File: src/rtl/lvl_pkg.sv
package lvl_pkg;
   typedef enum logic [1:0] {
      M_HOLD  = 2'd0,
      M_AVG   = 2'd1,
      M_FAST  = 2'd2,
      M_CLAMP = 2'd3
   } lvl_mode_e;
endpackage

File: src/rtl/lvl_mode_ctrl.sv
module lvl_mode_ctrl
   import lvl_pkg::*;
#(
   parameter int CLAMP_BITS = 1
) (
   input  logic      clk,
   input  logic      rst_n,
   input  logic      acq_i,
   input  logic      hold_n_i,
   input  logic      stb_i,
   output lvl_mode_e mode_o
);
   localparam int CW = $clog2(CLAMP_BITS + 1);

   if (CLAMP_BITS < 1) begin : g_bad_clamp
      $error("lvl_mode_ctrl: CLAMP_BITS must be at least 1");
   end

   logic          acq_q;
   logic [CW-1:0] cnt_q;
   logic          rise;

   assign rise = acq_i & ~acq_q;

   always_comb begin
      if (acq_i) mode_o = (rise || cnt_q != '0) ? M_CLAMP : M_FAST;
      else       mode_o = hold_n_i ? M_AVG : M_HOLD;
   end

   always_ff @(posedge clk or negedge rst_n) begin
      if (!rst_n) begin
         acq_q <= 1'b0;
         cnt_q <= '0;
      end else begin
         acq_q <= acq_i;
         if (!acq_i)
            cnt_q <= '0;
         else if (rise)
            cnt_q <= stb_i ? CW'(CLAMP_BITS - 1) : CW'(CLAMP_BITS);
         else if (stb_i && cnt_q != '0)
            cnt_q <= cnt_q - 1'b1;
      end
   end

   // acquire dominates the hold control
   p_acq_wins_r7: assert property (@(posedge clk) disable iff (!rst_n)
      acq_i |-> (mode_o == M_CLAMP || mode_o == M_FAST));

   // the last clamp strobe ends clamp unless a new rise arrives
   p_clamp_bounded_r3: assert property (@(posedge clk) disable iff (!rst_n)
      (mode_o == M_CLAMP && stb_i && !rise && cnt_q == CW'(1))
      |=> (mode_o != M_CLAMP || (acq_i && !acq_q)));
endmodule

File: src/rtl/lvl_peak_det.sv
module lvl_peak_det
   import lvl_pkg::*;
#(
   parameter int W       = 16,
   parameter bit IS_POS  = 1'b1,
   parameter int FAST_SH = 1,
   parameter int AVG_SH  = 5,
   parameter int HOLD_SH = 11
) (
   input  logic                clk,
   input  logic                rst_n,
   input  logic                stb_i,
   input  lvl_mode_e           mode_i,
   input  logic signed [W-1:0] sample_i,
   input  logic signed [W-1:0] mid_i,
   output logic signed [W-1:0] pk_o
);
   localparam int XW = W + 1;

   if (FAST_SH < 1 || AVG_SH <= FAST_SH || HOLD_SH < 1) begin : g_bad_shift
      $error("lvl_peak_det: need 1 <= FAST_SH < AVG_SH and HOLD_SH >= 1");
   end

   logic signed [W-1:0]  pk_q, pk_nxt;
   logic signed [XW-1:0] diff, fast_x, avg_x;
   logic signed [W-1:0]  hold_v, clamp_v;
   logic                 capture, my_side;

   assign diff    = XW'(sample_i) - XW'(pk_q);
   assign fast_x  = XW'(pk_q) + (diff >>> FAST_SH);
   assign avg_x   = XW'(pk_q) + (diff >>> AVG_SH);
   assign hold_v  = pk_q - (pk_q >>> HOLD_SH);
   assign clamp_v = sample_i >>> 1;

   if (IS_POS) begin : g_pos
      assign capture = sample_i > pk_q;
      assign my_side = sample_i >= mid_i;
   end else begin : g_neg
      assign capture = sample_i < pk_q;
      assign my_side = sample_i < mid_i;
   end

   always_comb begin
      pk_nxt = pk_q;
      unique case (mode_i)
         M_CLAMP: pk_nxt = clamp_v;
         M_FAST:  if (capture) pk_nxt = W'(fast_x);
         M_AVG:   if (my_side) pk_nxt = W'(avg_x);
         M_HOLD:  pk_nxt = hold_v;
         default: pk_nxt = pk_q;
      endcase
   end

   always_ff @(posedge clk or negedge rst_n) begin
      if (!rst_n)     pk_q <= '0;
      else if (stb_i) pk_q <= pk_nxt;
   end

   assign pk_o = pk_q;

   function automatic logic [W:0] mag(input logic signed [W-1:0] v);
      logic signed [W:0] e;
      e = XW'(v);
      return (e < 0) ? -e : e;
   endfunction

   // no strobe, no movement
   p_idle_stable_r8: assert property (@(posedge clk) disable iff (!rst_n)
      !stb_i |=> $stable(pk_o));

   // hold never grows the magnitude
   p_hold_shrink_r6: assert property (@(posedge clk) disable iff (!rst_n)
      (stb_i && mode_i == M_HOLD) |=> mag(pk_o) <= mag($past(pk_o)));

   // fast mode only pushes the peak outward
   if (IS_POS) begin : g_mono_pos
      p_fast_mono_r4: assert property (@(posedge clk) disable iff (!rst_n)
         (stb_i && mode_i == M_FAST) |=> pk_o >= $past(pk_o));
   end else begin : g_mono_neg
      p_fast_mono_r4: assert property (@(posedge clk) disable iff (!rst_n)
         (stb_i && mode_i == M_FAST) |=> pk_o <= $past(pk_o));
   end
endmodule

File: src/rtl/lvl_tracker.sv
module lvl_tracker
   import lvl_pkg::*;
#(
   parameter int W          = 16,
   parameter int CLAMP_BITS = 1,
   parameter int FAST_SH    = 1,
   parameter int AVG_SH     = 5,
   parameter int HOLD_SH    = 11
) (
   input  logic                clk,
   input  logic                rst_n,
   input  logic signed [W-1:0] sample_i,
   input  logic                bit_stb_i,
   input  logic                dc_acq_i,
   input  logic                hold_n_i,
   output logic signed [W-1:0] pos_pk_o,
   output logic signed [W-1:0] neg_pk_o,
   output logic signed [W-1:0] thresh_o
);
   localparam int XW = W + 1;

   if (W < 4) begin : g_bad_width
      $error("lvl_tracker: W must be at least 4");
   end

   lvl_mode_e           mode;
   logic signed [W-1:0] pk [2];
   logic signed [XW-1:0] sum;
   logic signed [W-1:0] mid, thr_q;

   lvl_mode_ctrl #(.CLAMP_BITS(CLAMP_BITS)) u_ctrl (
      .clk      (clk),
      .rst_n    (rst_n),
      .acq_i    (dc_acq_i),
      .hold_n_i (hold_n_i),
      .stb_i    (bit_stb_i),
      .mode_o   (mode)
   );

   assign sum = XW'(pk[0]) + XW'(pk[1]);
   assign mid = W'(sum >>> 1);

   for (genvar i = 0; i < 2; i++) begin : g_det
      lvl_peak_det #(
         .W       (W),
         .IS_POS  (i == 0),
         .FAST_SH (FAST_SH),
         .AVG_SH  (AVG_SH),
         .HOLD_SH (HOLD_SH)
      ) u_det (
         .clk      (clk),
         .rst_n    (rst_n),
         .stb_i    (bit_stb_i),
         .mode_i   (mode),
         .sample_i (sample_i),
         .mid_i    (mid),
         .pk_o     (pk[i])
      );
   end

   always_ff @(posedge clk or negedge rst_n) begin
      if (!rst_n)         thr_q <= '0;
      else if (bit_stb_i) thr_q <= mid;
   end

   assign pos_pk_o = pk[0];
   assign neg_pk_o = pk[1];
   assign thresh_o = thr_q;

   // a clamp strobe leaves both peaks equal
   p_clamp_equal_r2: assert property (@(posedge clk) disable iff (!rst_n)
      (bit_stb_i && mode == M_CLAMP) |=> pos_pk_o == neg_pk_o);

   // averaging moves at most one of the two peaks per strobe
   p_avg_one_side_r5: assert property (@(posedge clk) disable iff (!rst_n)
      (bit_stb_i && mode == M_AVG)
      |=> (pos_pk_o == $past(pos_pk_o) || neg_pk_o == $past(neg_pk_o)));

   // the threshold only moves on a strobe
   p_thr_idle_r9: assert property (@(posedge clk) disable iff (!rst_n)
      !bit_stb_i |=> $stable(thresh_o));
endmodule

File: config.mk
export PLATFORM = sky130hd
export DESIGN_NAME = lvl_tracker
export DESIGN_NICKNAME = d
export VERILOG_FILES = /design/src/rtl/lvl_pkg.sv /design/src/rtl/lvl_mode_ctrl.sv /design/src/rtl/lvl_peak_det.sv /design/src/rtl/lvl_tracker.sv
export SDC_FILE = /design/constraint.sdc
export NUM_CORES = 1
export LEC_CHECK = 0
export CORE_AREA = 2 2 151 153
export CTS_CLUSTER_DIAMETER = 120
export DETAILED_ROUTE_END_ITERATION = 8
export DIE_AREA = 0 0 153 155
export DONT_BUFFER_PORTS = 1
export SLEW_MARGIN = 20
export SYNTH_ARGS = -nofsm -noshare
export SYNTH_HDL_FRONTEND = slang
export SYNTH_SLANG_ARGS = --single-unit
File: constraint.sdc
create_clock -name clk -period 12.4 [get_ports clk]
set_input_delay 0 -clock clk [delete_from_list [all_inputs] [get_ports clk]]
set_output_delay 0 -clock clk [all_outputs]
set_load 0.005 [all_outputs]
* Yosys cells after proc, flatten, opt, wreduce, memory -nomap -nowiden
Cells that the tools add are included.
Storage, ports and cells: flip-flop bits (word level) 50, input port bits 21, output and inout bits 48, logic and storage cells 47
Cells by class: add/subtract/negate cells 10, order comparisons 4, equal/unequal tests 8, muxes and demuxes 13, bitwise gates (word level) 2, reductions and logical operators 5
Operators with widths (number):
- $pmux W16 S4 | 2
- $mux W16 | 4
- $sub A16 B16 Y17 | 2
- $add A16 B12 Y16 | 2
- $add A16 B16 Y16 | 2
- $lt A16 B16 Y1 | 2
- $sub A16 B5 Y16 | 2
- $add A16 B16 Y17 | 1
- $ge A16 B16 Y1 | 1
- $gt A16 B16 Y1 | 1
- $ne A2 B1 Y1 const B | 4
- $mux W1 | 6
- $reduce_and A3 Y1 | 2
- $eq A2 B2 Y1 const B | 2
- $ne A3 B1 Y1 const B | 1
- $eq A2 B1 Y1 const B | 1
- $logic_not A2 Y1 | 1
- $mux W2 | 1
- $and A1 B1 Y1 | 1
- $logic_and A1 B1 Y1 | 1
- $logic_or A1 B1 Y1 | 1
- $not A1 Y1 | 1
- $sub A1 B1 Y1 const B | 1

* Longest topological paths before layout
depth in word-level cells 8, mapped depth 26, mapped depth without buffers 26

* Modules after synthesis
A second synthesis with hierarchy kept.
Second synthesis, totals: cells, all modules 1103, area total of the unflattened synthesis 8341.8 sq um
Modules (own cells, without submodules):
- lvl_peak_det at g_det[0].u_det | instances 1, cells each 489, area each 3515.9 sq um, seq. area each 400.4 sq um
- lvl_peak_det at g_det[1].u_det | instances 1, cells each 442, area each 3268.1 sq um, seq. area each 400.4 sq um
- lvl_tracker | instances 1, cells each 165, area each 1465.2 sq um, seq. area each 400.4 sq um
- lvl_mode_ctrl | instances 1, cells each 7, area each 92.6 sq um, seq. area each 50.0 sq um

* Least setup slack after synthesis
Ideal clock, no wire load.
path kind flip-flop to flip-flop, from register g_det[0].u_det.pk_q[1], to register g_det[1].u_det.pk_q[15], library setup time 0.142 ns, arrival time 5.058 ns, required time 12.258 ns, path slack 7.199 ns, stages on the path, launching flop included 23, path buffers 2, clock period less this slack 5.201 ns, cell sequence dfrtp_1 -> fa_1 -> a21o_1 -> a21oi_1 -> o21bai_1 -> a21oi_1 -> o21ai_0 -> a21oi_1 -> nor2b_1 -> o31ai_1 -> a21oi_1 -> o21ai_0 -> a31oi_1 -> ha_1 -> or3b_2 -> a2111oi_0 -> o21ai_0 -> o221ai_1 -> a21oi_1 -> o21ai_0 -> clkbuf_1 -> clkbuf_1 -> o221ai_1
On the way: longest elaborated chain between the ends 4
Ends and longest elaborated chain:
- start, declared | line lvl_peak_det.sv:24 | logic signed [W-1:0] pk_q, pk_nxt;
- start signal, assigned | line lvl_peak_det.sv:56 | else if (stb_i) pk_q <= pk_nxt;
- $add A16 B16 Y17 | line lvl_tracker.sv:40 | assign sum = XW'(pk[0]) + XW'(pk[1]);
- $lt A16 B16 Y1 | line lvl_peak_det.sv:40 | assign my_side = sample_i < mid_i;
- $ne A2 B1 Y1 (no source line)
- $reduce_and A3 Y1 (no source line)
- end signal, assigned | line lvl_peak_det.sv:56
- end, declared | line lvl_peak_det.sv:24
No other way between the ends. A chain may end at the register's enable or synchronous reset.

* Final worst setup path
from register g_det[0].u_det.pk_q[0], to register g_det[0].u_det.pk_q[0]
On the way: longest elaborated chain between the ends 4, elaborated cells between the ends (all ways) 13, classes of those cells add/sub (5); order compare (2); eq/ne (2); mux (3); reduce/logical (1)
Ends and longest elaborated chain:
- $sub A16 B16 Y17 / $add A16 B16 Y17 (equally long branches) | line lvl_peak_det.sv:29, lvl_tracker.sv:40
- $add A16 B12 Y16, or another cell as far along | line lvl_peak_det.sv:31 | assign avg_x = XW'(pk_q) + (diff >>> AVG_SH);
- $mux W16, or another cell as far along | line lvl_peak_det.sv:48 | M_AVG: if (my_side) pk_nxt = W'(avg_x);
- $pmux W16 S4 / $reduce_and A3 Y1 (equally long branches)
Several ways; a longest one is shown, not always the timed one. The select of a mux whose other input is x is not followed.

==> metrics list <==
* Worst R2R End: g_det[0].u_det.pk_o[0]
- The wire-length estimate of the detail-placed layout is 19030 um.
- Chip Width: 153 um
* Final number of setup-violating endpoints: 0
- In this run the most critical hold path is launched from sample_i[4].
* Crit path kind: register to register
* Vias: 7042
- Max Freq: ~160 MHz
- The later pin in the worst-skew pair is clocked with a latency of 0.29 ns.
* Class of the most critical hold timing path: input port to register
- Max-slew headroom at the worst pin: 0.2923
* Via count of the first global-routing pass: 6660
- Nature of the critical path endpoint: register
* Sum Neg Setup Slack: 0 ns
- In the final routed layout, each cell accounts on average for 18.60 um.
- Total stage count of the critical path: 23
- Most used cell along the critical path: sky130_fd_sc_hd__a21oi_1
- Once placement finished, the instance area stood at 7871 sq um.
- Cell row count: 55
* Weighted congestion at the end of routability-driven global placement: a little under 0.9
- Of all flip-flops after synthesis, the portion carrying an async set or reset was 1.000.
* Post-CTS setup buffers: 0
- The most used flip-flop cell after synthesis is sky130_fd_sc_hd__dfrtp_1.
- Number of cells upsized or downsized after cts: 0
- Yosys mapped a number of flops with a built-in enable equal to 0.
- The worst register-to-register path has a depth of 23.
* Share of the synthesized area in the top cell type: 0.1643
- Yosys attributes the largest share of cell area to sky130_fd_sc_hd__dfrtp_1, sky130_fd_sc_hd__ha_1, sky130_fd_sc_hd__xnor2_1, sky130_fd_sc_hd__a21oi_1, sky130_fd_sc_hd__o21ai_0.
- Yosys instantiated no cell more often than sky130_fd_sc_hd__a21oi_1.
- On the worst path, the slowest cell contributes a delay of about 0.47 ns.
* Kind of start point of the critical path: register
- Post-synthesis sequential area ratio: 0.1643
- For this configuration, the core starts out at a cell density of 0.3425.
* Total wirelength of the detailed-routed design: 23570 um
- Deepest clock path buffer count: 2
- Buffer cell driving the clock tree root: sky130_fd_sc_hd__clkbuf_16
- At the end of the flow the core is filled with cells to 0.3653.
- The number of antenna violations at the first check in global routing was 2.
- Walking the worst path, the cells encountered are inv_1 -> nor2_1 -> fa_1 -> a21o_1 -> a21oi_1 -> o21bai_1 -> a21oi_1 -> o21ai_0 -> a21oi_1 -> nor2b_1 -> o31ai_1 -> a21oi_1 -> o21ai_0 -> a31oi_1 -> ha_1 -> or3b_2 -> a2111oi_0 -> o21ai_0 -> o221ai_1 -> a21oi_1 -> o21ai_2 -> buf_4 -> mux2_2.
- WP data required: 12.58 ns
* Unrepaired setup endpoints after global routing: false
* Leading post-synthesis cells by instance count: sky130_fd_sc_hd__a21oi_1, sky130_fd_sc_hd__ha_1, sky130_fd_sc_hd__nand2_1, sky130_fd_sc_hd__nor2_1, sky130_fd_sc_hd__o21ai_0
* Wire length of the first global-routing pass: 37430 um
- Crit path buf inv count: 2
- The slowest stage of the critical path belongs to the cell sky130_fd_sc_hd__or3b_2.
- Area growth from synthesis to layout: 6.656%
- In this run the cell area of the synthesized design comes to 7614 sq um.
- Transition at the pin with the smallest max-transition slack: 1.052 ns
- The net count of the finished layout is 1103.
- Combined global-route utilization of all metal layers: 0.1970
* Die Y-Extent: between 150 and 200 um
- The repair_antennas step left the layout with diodes totalling 0.
* Number of storage elements in the synthesis netlist: 50
- Status: finished clean
- Critical path peak fanout: 23
- Minimum clock period: 6.098 ns
- Fraction of the cycle the final worst path needs: 0.4917
- Among cell families on the critical path, the largest total delay comes from compound AO/OA/AOI/OAI gates.
- STA puts the critical path data arrival time at 6.28 ns.
* Number of instances in the synthesized netlist: 998
* Skew final: 0.005748 ns
- Hold worst-path end: g_det[0].u_det.pk_o[3]
* Maximum number of pins on one net before global-route repair: 55
- Counting the buffers created by CTS gives 5.
- Total overflow reported by the global router: 0
- Counting every sink on the clock net gives 50.
- Once detail routing completed, the nets flagged for antenna violations numbered 0.
- Along the worst hold path, the cell count comes to 3.
- Mapped Nets: 1120
- Placeable core region: around 22000 sq um
* Total Die Area: 23720 sq um
* Detailed-router iteration count before antenna repair: 4
- Fraction of layout instances using a drive strength above 1: 0.05601
- Routed via count divided by cell count: 5.558
- Crit Reg-Reg Startpoint: g_det[0].u_det.pk_o[0]
- Reg clk slew, reported paths: around 0.07 ns
- PortBufs: 0
- Yosys printed 0 warnings.
- The hold violation count in the final report is 0.
- For this block, the initial DRC count from the detailed router was 567.
- The tool flagged a number of max-cap violations equal to 0.
- Average cell area after synthesis: 7.629 sq um
* DRC Markers: 0
* Post-layout instance area: 8120 sq um
- Synth area leader: sky130_fd_sc_hd__dfrtp_1
* Count of different cell masters after synthesis: 82
- Total I/O pin count: 69
- # H-tree levels: 2
- Total count of max-transition violations in the final report: 0
- TritonCTS built the clock tree.
* FF-to-FF setup slack: about 6.3 ns
## registers in the layout (all words and copies together), names as in the netlist
name	flops
u_ctrl.acq_q	1
u_ctrl.cnt_q	1
g_det.u_det.pk_o	32
thresh_o	16
## stage by stage
stage	cells	setup slack [ns]	hold WS, ns
after floorplan	998	7.199	-0.2956
after global placement	1251	6.546	-0.2941
after detailed placement	1251	6.452	-0.2944
after CTS	1267	6.418	0.001920
after global routing	1267	5.672	0.01230
final	1267	6.302	0.01064
## cell type report
cell class	count	area, sq um
Sequential cell	50	1251
Timing Repair Buffer	11	120.1
Clock inverter	2	12.51
Inverter	68	255.2
Tap cell	285	356.6
Fill cell	2331	14110
Clock buffer	6	138.9
Multi-Input combinational cell	845	5986
## repair_timing
action,4_1_cts,5_1_grt
endpoints found under the setup margin,0,0
hold endpoints to repair,63,0
hold buffers,8,0
## logic make-up (layout without fill, tap and decap cells)
group	after synthesis	count (layout)	share of synthesized area
flip-flops	50	50	0.1643
multiplexers	18	18	0.02514
AO/OA/AOI/OAI	301	301	0.2578
AND/OR/NAND/NOR	325	325	0.2130
adder cells (fa/ha/maj)	101	101	0.1709
buffers and inverters	103	87	0.05078
XOR/XNOR	100	100	0.1180
## worst register-to-register path, stage by stage (launching register included)
cell and delay [ns]:
sky130_fd_sc_hd__dfrtp_1 0.45, sky130_fd_sc_hd__inv_1 0.11, sky130_fd_sc_hd__nor2_1 0.06, sky130_fd_sc_hd__fa_1 0.40
sky130_fd_sc_hd__a21o_1 0.19, sky130_fd_sc_hd__a21oi_1 0.24, sky130_fd_sc_hd__o21bai_1 0.10, sky130_fd_sc_hd__a21oi_1 0.22
sky130_fd_sc_hd__o21ai_0 0.12, sky130_fd_sc_hd__a21oi_1 0.24, sky130_fd_sc_hd__nor2b_1 0.09, sky130_fd_sc_hd__o31ai_1 0.46
sky130_fd_sc_hd__a21oi_1 0.16, sky130_fd_sc_hd__o21ai_0 0.41, sky130_fd_sc_hd__a31oi_1 0.16, sky130_fd_sc_hd__ha_1 0.37
sky130_fd_sc_hd__or3b_2 0.47, sky130_fd_sc_hd__a2111oi_0 0.34, sky130_fd_sc_hd__o21ai_0 0.14, sky130_fd_sc_hd__o221ai_1 0.28
sky130_fd_sc_hd__a21oi_1 0.13, sky130_fd_sc_hd__o21ai_2 0.17, sky130_fd_sc_hd__buf_4 0.34, sky130_fd_sc_hd__mux2_2 0.38
## layout by cell type (no fill, tap or decap), types with 8 or more instances in the layout
master / count
sky130_fd_sc_hd__inv_1: 68
sky130_fd_sc_hd__mux2_2: 9
sky130_fd_sc_hd__a31oi_1: 10
sky130_fd_sc_hd__o21ai_0: 72
sky130_fd_sc_hd__xnor2_1: 58
sky130_fd_sc_hd__nand2_1: 87
sky130_fd_sc_hd__nor2b_1: 16
sky130_fd_sc_hd__a211oi_1: 14
sky130_fd_sc_hd__o21a_1: 11
sky130_fd_sc_hd__mux2i_1: 9
sky130_fd_sc_hd__nand2b_1: 13
sky130_fd_sc_hd__xor2_1: 39
sky130_fd_sc_hd__dfrtp_1: 50
sky130_fd_sc_hd__o211ai_1: 8
sky130_fd_sc_hd__ha_1: 96
sky130_fd_sc_hd__a21o_1: 23
sky130_fd_sc_hd__nor4_1: 10
sky130_fd_sc_hd__and3_1: 9
sky130_fd_sc_hd__nand3_1: 21
sky130_fd_sc_hd__nor3_1: 27
sky130_fd_sc_hd__a21oi_1: 97
sky130_fd_sc_hd__nor2_1: 87
## how the worst max path moves through the flow
stage / startpoint / endpoint / slack, ns
5_1_grt: g_det[0].u_det.pk_o[0] / g_det[0].u_det.pk_o[0] / 5.67
4_1_cts: g_det[1].u_det.pk_o[0] / g_det[0].u_det.pk_o[0] / 6.42
3_3_place_gp: g_det[0].u_det.pk_o[0] / g_det[0].u_det.pk_o[0] / 6.55
6_report: g_det[0].u_det.pk_o[0] / g_det[0].u_det.pk_o[0] / 6.30
3_5_place_dp: g_det[1].u_det.pk_o[0] / g_det[0].u_det.pk_o[0] / 6.45
2_1_floorplan: g_det[0].u_det.pk_o[1] / g_det[1].u_det.pk_o[15] / 7.20
## layer usage
metal  vias to the layer above  global-route usage  wire length, um
li1                       3566                   -                -
met1                      3278              0.2850            11520
met2                       175              0.3009             9977
met3                        23             0.05320             1805
met4                         0             0.02557              269
met5                         -                   0                0
Power is not shown: default switching activity piles up to over one toggle a cycle in this logic, so the estimate is an artifact.
